[src/rtl/slice_router_pkg.sv]
package slice_router_pkg;
  localparam int GROUP_SIZE = 8;
  localparam int NUM_GROUPS = 2;
  localparam int NUM_REG    = GROUP_SIZE * NUM_GROUPS;
  localparam int ADDR_W     = $clog2(NUM_REG);
  localparam int SEL_W      = $clog2(GROUP_SIZE);
  localparam int GRP_W      = ADDR_W - SEL_W;

  typedef struct packed {
    logic              load;
    logic              xfer;
    logic              shift;
    logic [ADDR_W-1:0] src;
    logic [ADDR_W-1:0] dst;
  } strobes_t;
endpackage

[src/rtl/slice_router_sel.sv]
module slice_router_sel
  import slice_router_pkg::*;
(
  input  logic [GROUP_SIZE-1:0] msbs,
  input  logic [SEL_W-1:0]      sel,
  input  logic                  enable,
  output logic                  drive,
  output logic                  bitOut
);
  // a disabled selector contributes 0 to the wired-OR bus
  always_comb begin
    drive  = enable;
    bitOut = enable ? msbs[sel] : 1'b0;
  end
endmodule

[src/rtl/slice_router_dp.sv]
module slice_router_dp
  import slice_router_pkg::*;
#(
  parameter int W = 8
) (
  input  logic                    clk,
  input  logic                    rstN,
  input  strobes_t                strobes,
  input  logic [NUM_REG*W-1:0]    loadData,
  output logic [NUM_REG*NUM_REG-1:0] outData,
  output logic                    busBit,
  output logic [NUM_GROUPS-1:0]   grpDrive
);
  logic [W-1:0]          inRegs  [NUM_REG];
  logic [NUM_REG-1:0]    outRegs [NUM_REG];
  logic [NUM_REG-1:0]    msbVec;
  logic [NUM_GROUPS-1:0] grpBits;

  for (genvar i = 0; i < NUM_REG; i++) begin : g_in
    assign msbVec[i] = inRegs[i][W-1];
    always_ff @(posedge clk) begin
      if (!rstN)              inRegs[i] <= '0;
      else if (strobes.load)  inRegs[i] <= loadData[i*W +: W];
      else if (strobes.shift) inRegs[i] <= {inRegs[i][W-2:0], 1'b0};
    end
  end

  for (genvar g = 0; g < NUM_GROUPS; g++) begin : g_sel
    logic grpEn;
    assign grpEn = strobes.xfer && (strobes.src[ADDR_W-1 -: GRP_W] == GRP_W'(g));
    slice_router_sel u_sel (
      .msbs   (msbVec[g*GROUP_SIZE +: GROUP_SIZE]),
      .sel    (strobes.src[SEL_W-1:0]),
      .enable (grpEn),
      .drive  (grpDrive[g]),
      .bitOut (grpBits[g])
    );
  end

  assign busBit = |grpBits;

  for (genvar d = 0; d < NUM_REG; d++) begin : g_out
    always_ff @(posedge clk) begin
      if (!rstN)
        outRegs[d] <= '0;
      else if (strobes.xfer && strobes.dst == ADDR_W'(d))
        outRegs[d] <= {outRegs[d][NUM_REG-2:0], busBit};
    end
    assign outData[d*NUM_REG +: NUM_REG] = outRegs[d];
  end
endmodule

[src/rtl/slice_router_ctrl.sv]
module slice_router_ctrl
  import slice_router_pkg::*;
#(
  parameter int W = 8
) (
  input  logic              clk,
  input  logic              rstN,
  input  logic              sweepStart,
  input  logic              loadEn,
  input  logic              xferEn,
  input  logic              shiftEn,
  input  logic [ADDR_W-1:0] srcAddr,
  input  logic [ADDR_W-1:0] dstAddr,
  output strobes_t          strobes,
  output logic              busy,
  output logic              done
);
  // W must not exceed NUM_REG: sweep position doubles as destination
  localparam int POS_W = (W > 1) ? $clog2(W) : 1;

  logic [ADDR_W-1:0] srcCnt;
  logic [POS_W-1:0]  posCnt;
  logic              lastSrc;
  logic              lastPos;

  assign lastSrc = (srcCnt == ADDR_W'(NUM_REG - 1));
  assign lastPos = (posCnt == POS_W'(W - 1));

  always_ff @(posedge clk) begin
    if (!rstN) begin
      busy   <= 1'b0;
      done   <= 1'b0;
      srcCnt <= '0;
      posCnt <= '0;
    end else if (!busy) begin
      if (sweepStart) begin
        busy   <= 1'b1;
        done   <= 1'b0;
        srcCnt <= '0;
        posCnt <= '0;
      end
    end else if (lastSrc) begin
      srcCnt <= '0;
      if (lastPos) begin
        busy <= 1'b0;
        done <= 1'b1;
      end else begin
        posCnt <= posCnt + 1'b1;
      end
    end else begin
      srcCnt <= srcCnt + 1'b1;
    end
  end

  always_comb begin
    if (busy) begin
      strobes.load  = 1'b0;
      strobes.xfer  = 1'b1;
      strobes.shift = lastSrc;
      strobes.src   = srcCnt;
      strobes.dst   = ADDR_W'(posCnt);
    end else begin
      strobes.load  = loadEn;
      strobes.xfer  = xferEn;
      strobes.shift = shiftEn;
      strobes.src   = srcAddr;
      strobes.dst   = dstAddr;
    end
  end
endmodule

[src/rtl/slice_router.sv]
module slice_router
  import slice_router_pkg::*;
#(
  parameter int W = 8
) (
  input  logic                        clk,
  input  logic                        rstN,
  input  logic                        loadEn,
  input  logic [NUM_REG*W-1:0]        loadData,
  input  logic                        shiftEn,
  input  logic                        xferEn,
  input  logic [ADDR_W-1:0]           srcAddr,
  input  logic [ADDR_W-1:0]           dstAddr,
  input  logic                        sweepStart,
  output logic                        busy,
  output logic                        done,
  output logic [NUM_REG*NUM_REG-1:0]  outData
);
  strobes_t              strobes;
  logic                  busBit;
  logic [NUM_GROUPS-1:0] grpDrive;

  slice_router_ctrl #(.W(W)) u_ctrl (
    .clk        (clk),
    .rstN       (rstN),
    .sweepStart (sweepStart),
    .loadEn     (loadEn),
    .xferEn     (xferEn),
    .shiftEn    (shiftEn),
    .srcAddr    (srcAddr),
    .dstAddr    (dstAddr),
    .strobes    (strobes),
    .busy       (busy),
    .done       (done)
  );

  slice_router_dp #(.W(W)) u_dp (
    .clk      (clk),
    .rstN     (rstN),
    .strobes  (strobes),
    .loadData (loadData),
    .outData  (outData),
    .busBit   (busBit),
    .grpDrive (grpDrive)
  );
endmodule

[config.mk]
export PLATFORM = sky130hd
export DESIGN_NAME = slice_router
export DESIGN_NICKNAME = d
export VERILOG_FILES = /design/src/rtl/slice_router_pkg.sv /design/src/rtl/slice_router_sel.sv /design/src/rtl/slice_router_dp.sv /design/src/rtl/slice_router_ctrl.sv /design/src/rtl/slice_router.sv
export SDC_FILE = /design/constraint.sdc
export NUM_CORES = 1
export LEC_CHECK = 0
export ABC_CLOCK_PERIOD_IN_PS = 12400
export CELL_PAD_IN_SITES_DETAIL_PLACEMENT = 1
export CELL_PAD_IN_SITES_GLOBAL_PLACEMENT = 1
export CORE_MARGIN = 3
export CORE_UTILIZATION = 25
export CTS_CLUSTER_DIAMETER = 200
export DETAILED_ROUTE_END_ITERATION = 6
export DONT_BUFFER_PORTS = 1
export GPL_TIMING_DRIVEN = 0
export MAX_ROUTING_LAYER = met4
export PLACE_DENSITY_LB_ADDON = 0.12
export SETUP_SLACK_MARGIN = 0.4
export SYNTH_ARGS = -nofsm -noshare
export SYNTH_HDL_FRONTEND = slang
export SYNTH_SLANG_ARGS = --single-unit
[constraint.sdc]
create_clock -name clk -period 12.4 [get_ports clk]
set_input_delay 0.62 -clock clk [delete_from_list [all_inputs] [get_ports clk]]
set_output_delay 0.62 -clock clk [all_outputs]
set_load 0.02 [all_outputs]
==> key figures, run 1 <==
Worst setup path
  • Critical path's slowest cell: a32oi_1
  • Cell family with most CP delay: buffers and inverters
  • Worst r2r src: u_ctrl.busy
  • Crit path depth: 7
  • CP Launch Point: u_ctrl.busy
  • Worst EP arrival: between 3 and 4 ns
  • Worst Path Max Fanout: 10
  • CP Class: reg -> reg
  • Crit path cell chain: buf_2 > inv_2 > clkbuf_1 > o22ai_1 > a32oi_1 > buf_6 > nor3_2
  • Bufs and invs on worst path: 4
  • Setup crit end kind: flop
  • Crit start category: flop
  • CP required: 12.70 ns
  • CP Capture Point: u_dp.outRegs[0][96]
  • CP peak stage delay: slightly above 0.8 ns
  • Reg-to-reg endpoint: u_dp.outRegs[0][96]
  • Reg2Reg Depth: 7
  • Worst reg2reg setup slack: about 9 ns

Route
  • TritonRoute pass-1 iters: 4
  • Via count: about 8,400
  • DRC: 0
  • Antenna Violating Nets Remaining: 0
  • Starting DRT DRC Count: approximately 530
  • Avg WL per Cell: approximately 24 um
  • Vias per Instance: around 4.5
  • Routed WL: 43,800 um

Power
  • Flop pwr share: 0.529
  • Clock power share: 0.429
  • P_leak: ~6.6 nW
  • Psw: 0.753 mW
  • Comb pwr share: 0.042
  • Tot Pwr: ~3.1 mW
  • PD cells: 172 mW/mm2
  • Internal power: around 2.4 mW
  • Sw frac: 0.241
  • Worst IR Drop VDD: between 80 and 90 uV

STA
  • Tcrit/Tclk final: 0.255
  • Tmin final: ~3.2 ns
  • Layout Skew: about 0.019 ns
  • Least-Margin Pin Slew: around 1 ns
  • Unrepaired setup endpoints after global routing: no
  • Final hold vios: 0
  • Setup violators final: 0
  • Peak Freq: roughly 320 MHz
  • TNS Setup: 0 ns
  • Slew Limit Headroom: 0.318
  • Max Slew Vio Count: 0

Die
  • Die height: 255 um
  • Die Wd: between 200 and 300 um
  • Die area: between 0.06 and 0.07 mm2
  • Row count: 90
  • Core area: roughly 0.061 mm2
  • Initial Util: 0.255
  • Ports: 400

Synthesis
  • Yosys warns: 0
  • Register area share after synthesis: 0.756
  • Proportion of synthesized area in mux cells: 0.00856
  • Yosys top cell area share: 0.744
  • Largest family of logic cells by synthesized area: simple AND/OR/NAND/NOR gates
  • Synthesized area per cell: around 16 um2
  • Syn nets: between 1,000 and 1,500
  • Synth Register Bits: 393
  • Largest cells by area after synthesis: edfxtp_1 74%, and2_1 9.9%, a22o_1 6.3%
  • Synth async-reset ratio: 0
  • Simple-gate area share of the yosys netlist: 0.130
  • Number of synthesized flops with an enable pin: between 300 and 400
  • Post-synthesis cell count: 967
  • Compound-cell area share of the yosys netlist: 0.0847
  • Top FF cell, synth: edfxtp_1
  • Post-Syn Area: between 0.015 and 0.02 mm2
  • Leading area contributor after synthesis: edfxtp_1
  • Synth Area in Adders: 0.00242
  • Synth Area in XOR/XNOR: 0.000565
  • Yosys cell types: 37

CTS
  • Longest Clk Path Bufs: 3
  • CTS Hold Bufs: 0
  • CTS tree: yes
  • Clock-pin slew on the worst setup and hold paths: 0.06 ns
  • Num CTS Buffers: between 40 and 50
  • Depth of the CTS H-tree: 2
  • CTS sink count: slightly below 400
  • Postcts setup bufs: 0
  • CTS Root Buffer Type: clkbuf_16
  • Cts repair resizes: 0
  • Worst skew pair latency: about 0.58 ns

Placement
  • Port Buffers: 0
  • Detailed placement HPWL: approximately 32,000 um
  • Routability congestion estimate: around 0.72

Global route
  • Number of global-route vias before repair: ~9,000
  • Grt total ovfl: 0
  • Overall Global Routing Usage: 0.133
  • Initial antenna violation count: 10
  • First-pass GRT wire length: ~62,000 um
  • Largest net degree at the start of global routing: 57

Cells and area
  • Fill cells: around 6,400
  • Area growth, synth to finish: 17.3%
  • Commonest non-fill, non-tap cell in the layout: edfxtp_1
  • Layout Nets: 1,177
  • Most frequent cells in the layout: 384 x edfxtp_1, 244 x and2_1, 112 x a22o_1, 48 x clkbuf_16, 47 x clkbuf_1
  • Share of cells above drive strength 1: 0.105
  • Register area: roughly 0.012 mm2
  • Multi-input logic area: between 0.003 and 0.004 mm2

Status
  • Status: finished, final reports clean

Min path
  • Hold Crit Class: in -> reg
  • Hold path start: loadData[84]

Job
  • Maxcap violations: 0
-- flip-flops by register name (all words and copies together) (netlist names) --
| signal | flops |
|---|---|
| u_ctrl.posCnt | 3 |
| u_ctrl.srcCnt | 4 |
| u_ctrl.done | 1 |
| u_dp.inRegs | 128 |
| u_ctrl.busy | 1 |
| u_dp.outRegs | 256 |
-- worst register-to-register path, stage by stage, from the launching register on --
cell and delay [ns]:
dfxtp_1 0.47, buf_2 0.29, inv_2 0.12, clkbuf_1 0.51
o22ai_1 0.31, a32oi_1 0.83, buf_6 0.30, nor3_2 0.07
-- stage by stage --
stage               utilization  setup slack (ns)  hold slack [ns]  area [um2]  instances
floorplan                     -              7.17            0.512       15500        967
global route              0.299              8.96            0.216       18200       1859
CTS                       0.298              9.06            0.207       18100       1848
global placement          0.271              4.37            0.516       16500       1749
finish                    0.299              9.24            0.254       18200       1863
detailed placement        0.274              9.07            0.523       16700       1764
-- layer usage --
metal | part of all wire | GRT usage | up-vias
met5 | 0 | - | -
met4 | 0.022 | 0.0396 | 0
met3 | 0.13 | 0.0755 | 69
met2 | 0.46 | 0.204 | 284
met1 | 0.38 | 0.148 | 4196
li1 | - | - | 3813
-- cells by family (layout without fill, tap and decap cells) --
kind of cell,Yosys count,count (layout)
AO/OA/AOI/OAI,162,162
XOR/XNOR,1,1
adder cells (fa/ha/maj),3,3
buffers and inverters,68,167
flip-flops,393,393
multiplexers,12,12
other,0,15
AND/OR/NAND/NOR,328,328
-- cells in the mapped netlist (7+ instances only) --
cell type,number
nor3_2,10
o21ai_0,22
inv_1,9
nand2_1,8
clkbuf_1,40
dfxtp_1,9
nor3_1,7
edfxtp_1,384
nor2_1,18
and2_1,244
nand3_1,8
a22o_1,112
buf_2,10
mux2i_1,11
and3_1,20
-- power by group through the flow --
stage / clock network (mW) / logic (mW) / registers [mW]
after detailed placement: 0 / 0.137 / 1.68
final: 1.34 / 0.132 / 1.65
after floorplan: 0 / 0.0871 / 1.66
after CTS: 1.40 / 0.137 / 1.65
after global routing: 1.44 / 0.148 / 1.66
after global placement: 0 / 0.124 / 1.69
-- worst min path at each step --
stage,end,slack (ns),cells after the start
2_1_floorplan,u_dp.inRegs[4][1],0.51,1
3_3_place_gp,u_dp.inRegs[5][13],0.52,1
3_5_place_dp,u_dp.inRegs[2][6],0.52,1
4_1_cts,u_dp.inRegs[4][7],0.21,1
5_1_grt,u_dp.inRegs[3][15],0.22,1
6_report,u_dp.inRegs[5][4],0.25,1
-- cell type report --
type,count,area share
flip-flops and latches,393,0.645
multi-input cells,506,0.194
clock buffers,55,0.0676
well taps,782,0.0538
plain buffers,58,0.0133
clock inverters,29,0.0131
repair buffers,15,0.00964
inverters,10,0.00207
diodes,15,0.00207
No activity file was read; power rests on OpenSTA's default activity.
==> run 2, diff against run 1 <==
ABC_AREA = 1   (was not set)
ABC_CLOCK_PERIOD_IN_PS = 2700   (was 12400)
clock period = 2.7 ns   (was 12.4 ns; I/O delays follow)
==> key figures, run 2 <==
Status
  • Status: finished, final reports clean

Route
  • Routed WL: 47,100 um (+7.6%)
  • TritonRoute pass-1 iters: 5 (+1)
  • DRC: 0 (unchanged)
  • Starting DRT DRC Count: 613 (+15%)
  • Avg WL per Cell: 18.3 um (-22%)
  • Via count: 10,600 (+27%)
  • Antenna Violating Nets Remaining: 0 (unchanged)
  • Vias per Instance: 4.11 (-8.4%)

Global route
  • Largest net degree at the start of global routing: 31 (-46%)
  • Grt total ovfl: 0 (unchanged)
  • Initial antenna violation count: 12 (+2)
  • Overall Global Routing Usage: 0.136 (+0.00261)
  • First-pass GRT wire length: 68,500 um (+10%)
  • Number of global-route vias before repair: 11,000 (+26%)

Cells and area
  • Biggest register: u_dp.outRegs
  • Top Registers: u_dp.outRegs x256, u_dp.inRegs x128, u_ctrl.srcCnt x4
  • Share of cells above drive strength 1: 0.104 (-0.00109)
  • Multi-input logic area: 0.00288 mm2 (-18%)
  • Commonest non-fill, non-tap cell in the layout: inv_1
  • Area growth, synth to finish: 27.6%
  • Most frequent cells in the layout: 492 x inv_1, 384 x edfxtp_1, 263 x nor2_1, 130 x dlygate4sd3_1, 112 x o22ai_1
  • Register area: 0.0117 mm2 (about the same)
  • Max FFs per register: 256 (unchanged)
  • Fin util: 0.323 (+0.0241)
  • Layout Nets: 1,820 (+55%)
  • Fill cells: 7,153 (+13%)

Synthesis
  • Post-Syn Area: 0.0163 mm2 (+5.3%)
  • Top FF cell, synth: edfxtp_1
  • Synth async-reset ratio: 0 (unchanged)
  • Yosys top cell area share: 0.707 (-0.0374)
  • Post-synthesis cell count: 1,478 (+53%)
  • Register area share after synthesis: 0.718 (-0.0380)
  • Syn nets: 1,623 (+46%)
  • Largest cells by area after synthesis: edfxtp_1 71%, inv_1 11%, nor2_1 6.1%
  • Yosys cell types: 29 (-22%)
  • Yosys warns: 0 (unchanged)
  • Synth top cells by count: 492 x inv_1, 384 x edfxtp_1, 267 x nor2_1, 112 x o22ai_1, 65 x nand2_1
  • Leading area contributor after synthesis: edfxtp_1
  • Count leader, synth: inv_1
  • Synthesized area per cell: 11.0 um2 (-31%)
  • Synth Register Bits: 393 (unchanged)
  • Number of synthesized flops with an enable pin: 384 (unchanged)

Worst setup path
  • Reg-to-reg endpoint: u_dp.outRegs[1][32]
  • Worst Path Max Fanout: 9 (-1)
  • CP required: 2.99 ns (-9.71 ns)
  • Worst reg2reg setup slack: 0.48 ns (-8.76 ns)
  • Critical path's slowest cell: dfxtp_4
  • Crit path top cell by count: buf_4
  • Crit start category: flop
  • CP peak stage delay: 0.49 ns (-0.33 ns)
  • Worst EP arrival: 2.52 ns (-0.95 ns)
  • Crit path cell chain: inv_4 > or2_1 > o21ai_4 > inv_2 > nor3_4 > buf_4 > buf_4 > nand2_1 > nand2_2
  • Setup crit end kind: flop
  • CP Class: reg -> reg
  • Worst r2r src: u_ctrl.busy
  • Reg2Reg Depth: 9 (+2)

Die
  • Row count: 93 (+3.3%)
  • Die Wd: 261 um (+2.5%)
  • Ports: 400 (unchanged)
  • Die area: 0.0683 mm2 (+5.2%)
  • Initial Util: 0.253 (-0.00173)
  • Die height: 261 um (+2.5%)
  • Core area: 0.0645 mm2 (+6.0%)

STA
  • Peak Freq: 450 MHz (+42%)
  • Unrepaired setup endpoints after global routing: yes
  • Least-Margin Pin Slew: 0.542 ns (-0.480 ns)
  • Max Slew Vio Count: 0 (unchanged)
  • Tmin final: 2.22 ns (-0.941 ns)
  • Setup violators final: 0 (unchanged)
  • Layout Skew: 0.0276 ns (+0.00846 ns)
  • Final hold vios: 0 (unchanged)
  • Tcrit/Tclk final: 0.823 (+0.568)
  • Slew Limit Headroom: 0.638 (+0.320)

Power
  • Tot Pwr: 15.1 mW (+390%)
  • Worst IR Drop VDD: 527 uV (+500%)
  • Sw frac: 0.259 (+0.0174)
  • Clock power share: 0.418 (-0.011)
  • P_leak: 8.52 nW (+29%)
  • Comb pwr share: 0.074 (+0.032)
  • Flop pwr share: 0.508 (-0.021)
  • Internal power: 11.2 mW (+370%)
  • Psw: 3.92 mW (+420%)
  • PD cells: 727 mW/mm2 (+320%)

CTS
  • Longest Clk Path Bufs: 3 (unchanged)
  • Clock-pin slew on the worst setup and hold paths: 0.06 ns (about the same)
  • Depth of the CTS H-tree: 2 (unchanged)
  • CTS Root Buffer Type: clkbuf_16
  • CTS sink count: 393 (unchanged)
  • Worst skew pair latency: 0.61 ns (+0.03 ns)
  • Num CTS Buffers: 49 (+2.1%)
  • CTS tree: yes

Min path
  • Min-Delay Endpoint: u_dp.outRegs[1][98]
  • Hold path start: dstAddr[2]
  • Hold Crit Class: in -> reg
  • Hold Path Depth: 4 (+3)

Placement
  • Routability congestion estimate: 0.763 (+6.4%)
  • Port Buffers: 0 (unchanged)
  • Detailed placement HPWL: 33,100 um (+4.3%)

Job
  • Maxcap violations: 0 (unchanged)
[run 2: cell types whose count changed after synthesis, moves of 11 or more]
cell	previous run	this run
a21oi_1	6	25
a22o_1	112	0
and2_1	244	1
and3_1	20	0
inv_1	9	492
mux2i_1	11	0
nand2_1	8	65
nand3_1	8	41
nor2_1	18	267
o21ai_0	22	6
o22ai_1	3	112
[run 2: cell families after synthesis]
logic type	after synthesis	synth area share
xor gates and xnor gates	1	0.000537
DFF	393	0.718
buffers and inverters	546	0.127
AOI/OAI and AO/OA	147	0.0544
adders and majority gates	3	0.00230
and+or+nand+nor	388	0.0980
[run 2: cell type report]
cell class / instances / share of cell area
tap: 855 / 0.0514
multi-input combinational: 544 / 0.138
antenna: 13 / 0.00156
sequential: 393 / 0.563
clock buffer: 58 / 0.0605
clock inverter: 30 / 0.0133
buffer: 51 / 0.0149
timing repair buffer: 141 / 0.0677
inverter: 495 / 0.0895
[run 2: worst max path at each step]
stage,end,startpoint,depth (start not counted),slack [ns]
floorplan,u_dp.inRegs[0][0],u_ctrl.busy,6,0.43
global placement,u_dp.inRegs[6][9],u_ctrl.busy,6,-0.70
detailed placement,u_dp.inRegs[6][11],u_ctrl.busy,6,-0.69
CTS,u_dp.outRegs[1][48],u_ctrl.busy,8,0.28
global route,u_dp.outRegs[1][34],u_ctrl.busy,9,0.35
finish,u_dp.outRegs[1][32],u_ctrl.busy,9,0.48
[run 2: worst max-delay path: cells and delay by family, from the launching register on]
family,cells,cell delay [ns]
AOI/OAI and AO/OA,1,0.13
DFF,1,0.49
and+or+nand+nor,4,0.77
buffers and inverters,4,0.51
[run 2: stage by stage]
step / setup WS (ns) / setup TNS (ns) / cells / cell area, um2 / hold slack (ns)
6_report: 0.477 / 0 / 2580 / 20800 / 0.0668
5_1_grt: 0.352 / 0 / 2579 / 20800 / 0.0693
4_1_cts: 0.284 / 0 / 2563 / 20600 / 0.0245
3_5_place_dp: -0.686 / -144.67 / 2333 / 17400 / 0.354
3_3_place_gp: -0.704 / -130.58 / 2333 / 17400 / 0.348
2_1_floorplan: 0.427 / 0 / 1478 / 16300 / 0.321
[run 2: power by group through the flow]
stage                     Sequential, mW  Clock, mW  Combinational (mW)
after floorplan                     7.70          0               0.600
after global placement              7.84          0               0.840
after detailed placement            7.84          0               0.857
after CTS                           7.71       6.60                1.11
after global routing                7.74       6.83                1.27
final                               7.69       6.34                1.11
[run 2: per-layer routing]
metal,routed length (um),vias to the layer above,part of all wire,track usage
met1,18700,5156,0.40,0.154
met4,1110,0,0.024,0.0396
met2,23100,291,0.49,0.226
met5,0,-,0,-
li1,-,5087,-,-
met3,4180,75,0.089,0.0482
[run 2: what timing repair did]
| action | 4_1_cts | 5_1_grt |
|---|---|---|
| hold buffers | 130 | 0 |
| gates cloned | 3 | 2 |
| hold endpoints to repair | 161 | 0 |
| setup endpoints to repair | 732 | 579 |
| resized for setup | 79 | 48 |
| pin swaps | 8 | 6 |
| buffers inserted | 9 | 2 |
